==> config.mk <==
export PLATFORM = sky130hd
export DESIGN_NAME = kbd_wake_irq
export DESIGN_NICKNAME = d
export VERILOG_FILES = /design/src/rtl/kbw_pkg.sv /design/src/rtl/kbw_sync.sv /design/src/rtl/kbw_detect.sv /design/src/rtl/kbw_csr.sv /design/src/rtl/kbd_wake_irq.sv
export SDC_FILE = /design/constraint.sdc
export NUM_CORES = 1
export LEC_CHECK = 0
export BUFFER_PORTS_ARGS = -buffer_cell sky130_fd_sc_hd__buf_2
export CAP_MARGIN = 0
export CORE_MARGIN = 1
export CORE_UTILIZATION = 32
export CTS_BUF_LIST = sky130_fd_sc_hd__clkbuf_4 sky130_fd_sc_hd__clkbuf_8
export DETAILED_ROUTE_END_ITERATION = 8
export GPL_ROUTABILITY_DRIVEN = 0
export PLACE_DENSITY = 0.76
export SLEW_MARGIN = 5
export SYNTH_ARGS = -nofsm -noshare
export SYNTH_HDL_FRONTEND = slang
export SYNTH_SLANG_ARGS = --single-unit
==> constraint.sdc <==
create_clock -name clk -period 0.8 [get_ports clk]
set_input_delay 0.04 -clock clk [delete_from_list [all_inputs] [get_ports clk]]
set_output_delay 0.04 -clock clk [all_outputs]
set_load 0.02 [all_outputs]
==> src/rtl/kbw_pkg.sv <==
package kbw_pkg;

    typedef enum logic {
        REQ_IDLE    = 1'b0,
        REQ_PENDING = 1'b1
    } req_state_t;

    typedef enum logic {
        OPT_OPEN   = 1'b0,
        OPT_LOCKED = 1'b1
    } opt_state_t;

    localparam int BIT_EN   = 0;
    localparam int BIT_REQ  = 1;
    localparam int BIT_ACK  = 2;
    localparam int BIT_SENS = 3;

endpackage

==> src/rtl/kbw_sync.sv <==
module kbw_sync #(
    parameter int NUM_LINES   = 8,
    parameter int SYNC_STAGES = 2
) (
    input  logic                 clk,
    input  logic                 rst_n,
    input  logic [NUM_LINES-1:0] key_n,
    output logic                 any_n_s,
    output logic                 fall
);

    logic                   comb_n;
    logic [SYNC_STAGES-1:0] chain;
    logic                   prev_q;

    // any line low pulls the combined line low
    assign comb_n = &key_n;

    generate
        for (genvar g = 0; g < SYNC_STAGES; g++) begin : g_stage
            if (g == 0) begin : g_first
                always_ff @(posedge clk or negedge rst_n) begin
                    if (!rst_n) chain[g] <= 1'b1;
                    else        chain[g] <= comb_n;
                end
            end else begin : g_next
                always_ff @(posedge clk or negedge rst_n) begin
                    if (!rst_n) chain[g] <= 1'b1;
                    else        chain[g] <= chain[g-1];
                end
            end
        end
    endgenerate

    assign any_n_s = chain[SYNC_STAGES-1];

    always_ff @(posedge clk or negedge rst_n) begin
        if (!rst_n) prev_q <= 1'b1;
        else        prev_q <= any_n_s;
    end

    assign fall = prev_q & ~any_n_s;

    // a falling edge is a single-cycle pulse
    assert_fall_single_R3: assert property (@(posedge clk) disable iff (!rst_n)
        fall |=> !fall);

endmodule

==> src/rtl/kbw_detect.sv <==
module kbw_detect
    import kbw_pkg::*;
(
    input  logic clk,
    input  logic rst_n,
    input  logic fall_i,
    input  logic low_i,
    input  logic lvl_mode_i,
    input  logic ack_i,
    output logic req_o
);

    req_state_t state_q, state_d;
    logic       set_cond;

    assign set_cond = fall_i | (lvl_mode_i & low_i);

    always_ff @(posedge clk or negedge rst_n) begin
        if (!rst_n) state_q <= REQ_IDLE;
        else        state_q <= state_d;
    end

    always_comb begin
        state_d = state_q;
        unique case (state_q)
            REQ_IDLE: begin
                if (set_cond) state_d = REQ_PENDING;
            end
            REQ_PENDING: begin
                if (ack_i && !set_cond) state_d = REQ_IDLE;
            end
            default: state_d = REQ_IDLE;
        endcase
    end

    always_comb begin
        req_o = (state_q == REQ_PENDING);
    end

    assert_edge_sets_R3: assert property (@(posedge clk) disable iff (!rst_n)
        fall_i |=> req_o);

    assert_edge_only_source_R3: assert property (@(posedge clk) disable iff (!rst_n)
        (!lvl_mode_i && !req_o && !fall_i) |=> !req_o);

    assert_ack_clears_R5: assert property (@(posedge clk) disable iff (!rst_n)
        (ack_i && !fall_i && !(lvl_mode_i && low_i)) |=> !req_o);

    assert_level_holds_R6: assert property (@(posedge clk) disable iff (!rst_n)
        (lvl_mode_i && low_i) |=> req_o);

    assert_edge_beats_ack_R8: assert property (@(posedge clk) disable iff (!rst_n)
        (fall_i && ack_i) |=> req_o);

endmodule

==> src/rtl/kbw_csr.sv <==
module kbw_csr
    import kbw_pkg::*;
#(
    parameter int CSR_W = 8
) (
    input  logic             clk,
    input  logic             rst_n,
    input  logic             we,
    input  logic [CSR_W-1:0] wdata,
    input  logic             req_i,
    output logic             en_o,
    output logic             sens_o,
    output logic             ack_o,
    output logic [CSR_W-1:0] rdata_o
);

    opt_state_t opt_q, opt_d;
    logic       sens_q, sens_d;
    logic       en_q;

    always_ff @(posedge clk or negedge rst_n) begin
        if (!rst_n) begin
            opt_q  <= OPT_OPEN;
            sens_q <= 1'b0;
        end else begin
            opt_q  <= opt_d;
            sens_q <= sens_d;
        end
    end

    always_comb begin
        opt_d  = opt_q;
        sens_d = sens_q;
        unique case (opt_q)
            OPT_OPEN: begin
                if (we) begin
                    sens_d = wdata[BIT_SENS];
                    opt_d  = OPT_LOCKED;
                end
            end
            OPT_LOCKED: begin
                opt_d = OPT_LOCKED;
            end
            default: opt_d = OPT_LOCKED;
        endcase
    end

    always_ff @(posedge clk or negedge rst_n) begin
        if (!rst_n)  en_q <= 1'b0;
        else if (we) en_q <= wdata[BIT_EN];
    end

    always_comb begin
        en_o     = en_q;
        sens_o   = sens_q;
        ack_o    = we & wdata[BIT_ACK];
        rdata_o  = '0;
        rdata_o[BIT_EN]   = en_q;
        rdata_o[BIT_REQ]  = req_i;
        rdata_o[BIT_SENS] = sens_q;
    end

    assert_lock_holds_R4: assert property (@(posedge clk) disable iff (!rst_n)
        (opt_q == OPT_LOCKED) |=> $stable(sens_q));

    assert_lock_sticky_R4: assert property (@(posedge clk) disable iff (!rst_n)
        (opt_q == OPT_LOCKED) |=> (opt_q == OPT_LOCKED));

endmodule

==> src/rtl/kbd_wake_irq.sv <==
module kbd_wake_irq
    import kbw_pkg::*;
#(
    parameter int          NUM_LINES   = 8,
    parameter int          SYNC_STAGES = 2,
    parameter int          CSR_W       = 8,
    parameter logic [15:0] VECTOR      = 16'hFFF2
) (
    input  logic                 clk,
    input  logic                 rst_n,
    input  logic [NUM_LINES-1:0] key_n,
    input  logic                 csr_we,
    input  logic [CSR_W-1:0]     csr_wdata,
    output logic [CSR_W-1:0]     csr_rdata,
    output logic                 irq,
    output logic                 pullup_en,
    output logic [15:0]          vec_addr
);

    logic any_n_s, fall, req, en, sens, ack;

    kbw_sync #(.NUM_LINES(NUM_LINES), .SYNC_STAGES(SYNC_STAGES)) u_sync (
        .clk     (clk),
        .rst_n   (rst_n),
        .key_n   (key_n),
        .any_n_s (any_n_s),
        .fall    (fall)
    );

    kbw_detect u_detect (
        .clk        (clk),
        .rst_n      (rst_n),
        .fall_i     (fall),
        .low_i      (~any_n_s),
        .lvl_mode_i (sens),
        .ack_i      (ack),
        .req_o      (req)
    );

    kbw_csr #(.CSR_W(CSR_W)) u_csr (
        .clk     (clk),
        .rst_n   (rst_n),
        .we      (csr_we),
        .wdata   (csr_wdata),
        .req_i   (req),
        .en_o    (en),
        .sens_o  (sens),
        .ack_o   (ack),
        .rdata_o (csr_rdata)
    );

    assign irq       = req & en;
    assign pullup_en = en;
    assign vec_addr  = VECTOR;

    assert_irq_gate_R7: assert property (@(posedge clk) disable iff (!rst_n)
        irq |-> (csr_rdata[BIT_EN] && csr_rdata[BIT_REQ]));

    assert_ack_reads_zero_R5: assert property (@(posedge clk) disable iff (!rst_n)
        csr_we |=> !csr_rdata[BIT_ACK]);

endmodule

==> Word level (Yosys, flattened, before mapping) <==
Index checks and enable logic that the tools add are counted.
{ "classes": {"muxes": 5, "n_bitwise": 8, "reduce_logical": 4} }
{ "ops": {"columns": ["cell", "count"], "rows": [
  ["8-bit AND reduction", 1],
  ["1-bit bitwise AND", 4],
  ["1-bit case mux with 2 select lines", 2],
  ["1-bit 2-to-1 mux", 3],
  ["1-bit NOT", 3],
  ["2-bit AND reduction", 1],
  ["1-bit logical AND", 1],
  ["1-bit zero test", 1],
  ["1-bit bitwise OR", 1]
]} }
{ "totals": {"regBits": 7, "inputBits": 19, "out_inout_bits": 26, "word_cells": 24} }

==> Depth between registers and ports, before layout <==
{ "logic_depth": {"word_depth": 7, "mapped_depth": 2, "mapped_depth_nobuf": 2} }

==> By module <==
A second synthesis with hierarchy kept.
{ "hier_totals": {"cells_unflattened": 47, "hier_area_um2": 469.2} }
{ "by_module_without_submodules": {"columns": ["module", "instances", "cells_each", "area_each_um2"], "rows": [
  ["kbw_csr", 1, 17, 191.4],
  ["kbd_wake_irq", 1, 20, 137.6],
  ["kbw_sync", 1, 7, 101.3],
  ["kbw_detect", 1, 3, 38.8]
]} }

==> Least setup slack after synthesis <==
OpenSTA, ideal clock, no wires.
{ "synth_timing": {"kind": "register to register", "startpoint": "reg u_csr.opt_q", "endpoint": "reg u_csr.sens_q (netlist: u_csr.sens_o)", "setup_ps": 125, "arrival_time_ps": 775, "required_ps": 675, "slack_ps": -100, "stages_incl_launch_ff": 3, "path_buffers": 0, "cell_sequence": "dfrtp_1 nor2b_4 mux2_4"} }
{ "synth_via": {"elab_chain_cells": 2} }
{ "synth_rtl": {"columns": ["element", "line", "source"], "rows": [
  ["start: declaration", "kbw_csr.sv:17", "opt_state_t opt_q, opt_d;"],
  ["start signal: assignment", "kbw_csr.sv:26", "opt_q <= opt_d;"],
  ["1-bit NOT (no line)", null, null],
  ["2-bit AND reduction (no line)", null, null],
  ["end signal: assignment", "kbw_csr.sv:27", "sens_q <= sens_d;"],
  ["end: declaration", "kbw_csr.sv:18", "logic sens_q, sens_d;"]
]} }
Every way passes these cells.
A chain may end at the register's enable or synchronous reset.

==> Final worst setup path <==
{ "layout_timing": {"startpoint": "reg u_detect.state_q (netlist: u_detect.req_o)", "endpoint": "out irq"} }
{ "layout_via": {"elab_chain_cells": 1} }
{ "layout_rtl": {"columns": ["element", "line", "source"], "rows": [
  ["start: declaration", "kbw_detect.sv:13", "req_state_t state_q, state_d;"],
  ["start signal: assignment", "kbw_detect.sv:20", "else state_q <= state_d;"],
  ["1-bit bitwise AND", "kbd_wake_irq.sv:52", "assign irq = req & en;"],
  ["end: declaration", "kbd_wake_irq.sv:15", "output logic irq,"]
]} }
Every way passes these cells.

==> run metrics <==
root buf cell clkbuf_4; sequential cell fraction of total power 0.365; Final #Nets 88; Hold Fails Final Rpt 0; CORE AREA 0.00130 mm^2; Leak Pwr 0.000305 uW; Logic pwr share 0.314; CTS clock-pin slew for the worst setup and hold paths 0.05 ns; CP Capture Type primary output; fmax 1060 MHz; Layout area overhead 29.9%; Seq/Total Area, Yosys 0.396; first-pass GRT wire length 1010 um; final setup vio count 8; Yosys reg bits 7; row count 13; post-route minimum period 0.943 ns; number of global-route vias before repair 258; Synth warnings 0; Wirelength per Cell 9.96 um; Routed Antenna Nets 0; DRT iter0 DRCs 0; hold crit path type in2reg; GRT Total Usage 0.110; HPWL Detailed 540 um; hold slack final 0.0113 ns; Remaining DRCs 0; violated checks setup timing; crit share post-route 1.18; CP max FO 3; PD cells 1820 mW/mm^2; cell-internal power 747 uW; pin count of the biggest net entering global routing 8; CTS tree done; clk buf depth 2; vias post-DR 307; initial core utilization 0.347; crit path kind reg2out; maxcap violations 0; IO Pins 45; antenna violations before repair 0; clock skew 0.00194 ns; number of clock sinks 7; final worst setup slack -0.143 ns; FILL cells 137; sw frac 0.301; Synth Instances 44; vias per cell 3.70; post-route setup TNS -0.740 ns; synthesized area per cell 10.3 um^2; Max VDD drop 509 uV; Die H 39.6 um; diode count 0; critical path arrival 0.90 ns; Crit path required time 0.76 ns; clock network power share 0.321; Num CTS Buffers 3; Detailed Route WL 827 um; Netlist cell types 13; Mapped Area 452 um^2; Overflow after GRT 0; die area 0.00157 mm^2; Pins Over Slew Limit 0; H-tree Lvls 1; drt first pass iters 1; share of cells above drive strength 1 0.500; CP Launch Type flop; PortBufs 18; Sw Pwr 322 uW; RSZ-0062 raised after global routing yes; status finished with violations; Die W 39.6 um; clk_lat worst skew 0.24 ns
## worst max-delay path: stages (launching register included)
cell and delay [ns]:
dfrtp_1 0.38, and2_4 0.16, buf_6 0.12
## placed cells by master, fill, tap and decap left out, types with 3 or more instances in the layout
| cell | Yosys | layout |
|---|---|---|
| clkbuf_4 | 0 | 4 |
| conb_1 | 2 | 21 |
| buf_2 | 0 | 14 |
| dlygate4sd3_1 | 0 | 4 |
| dfstp_2 | 3 | 3 |
| dfrtp_1 | 4 | 3 |
| buf_6 | 0 | 5 |
## worst paths after layout
kind                            startpoint               to  slack, ns  depth (start not counted)
max in group asynchronous            rst_n   u_sync.any_n_s       0.40                          2
min reg2reg                u_sync.chain[0]   u_sync.any_n_s       0.36                          0
max                         u_detect.req_o              irq      -0.14                          2
max reg2reg                    u_csr.opt_q     u_csr.sens_o      -0.12                          2
min in group asynchronous            rst_n     u_csr.sens_o       0.17                          2
min                               key_n[4]  u_sync.chain[0]       0.01                          3
## synthesized netlist by cell type
master     number  share of area
and2_1          1          0.014
buf_4          24           0.40
conb_1          2          0.017
dfrtp_1         4           0.22
dfstp_2         3           0.17
mux2_1          1          0.025
mux2_4          1          0.033
nand2_1         1         0.0083
nand4_1         2          0.028
nor2_1          2          0.017
nor2b_4         1          0.030
o2bb2ai_1       1          0.019
or2_1           1          0.014
## logic make-up after synthesis
logic type | Yosys count | share of synthesized area
compound gates | 1 | 0.0194
other cells | 2 | 0.0166
simple gates | 8 | 0.111
flops | 7 | 0.396
mux | 2 | 0.0582
buf+inv | 24 | 0.399
## sequential cells by signal (all words and copies together) (netlist names)
signal,flops
u_sync.any_n_s,1
u_sync.prev_q,1
u_detect.req_o,1
u_csr.sens_o,1
u_csr.opt_q,1
u_sync.chain,1
u_csr.en_o,1
## area by class of cell
type	instances	area [um^2]	area share
Timing Repair Buffer	25	181	0.309
Sequential cell	7	180	0.307
Multi-Input combinational cell	32	176	0.301
Clock buffer	4	30.0	0.0512
Tap cell	15	18.8	0.0320
## layer usage
layer / vias to the layer above / part of all wire / GRT usage
met5: - / 0 / 0
met4: 0 / 0 / 0.0776
met3: 0 / 0.11 / 0.0511
met2: 29 / 0.60 / 0.209
met1: 137 / 0.29 / 0.0828
li1: 141 / - / -
## power by group through the flow
stage,sequential (uW),clock [uW],combinational [uW]
after floorplan,399,0,261
after detailed placement,396,0,235
after CTS,390,368,312
after global placement,394,0,230
after global routing,392,390,362
final,390,344,336
## repair_timing
item                                    CTS  global route
gates resized for setup                  10             1
hold endpoints to repair                  8             0
pin swaps                                 1             0
buffers inserted                          2             1
hold buffers                              4             0
endpoints found under the setup margin    7             7
## stage by stage
stage	cell area, um^2	util	total power (uW)	setup slack [ns]	std cells
floorplan	528	-	660	-0.0997	63
global placement	457	0.351	624	-0.102	72
detailed placement	457	0.351	630	-0.118	72
CTS	573	0.440	1070	-0.155	82
global route	587	0.451	1140	-0.183	83
finish	587	0.451	1070	-0.143	83
No activity file was read; power rests on OpenSTA's default activity.
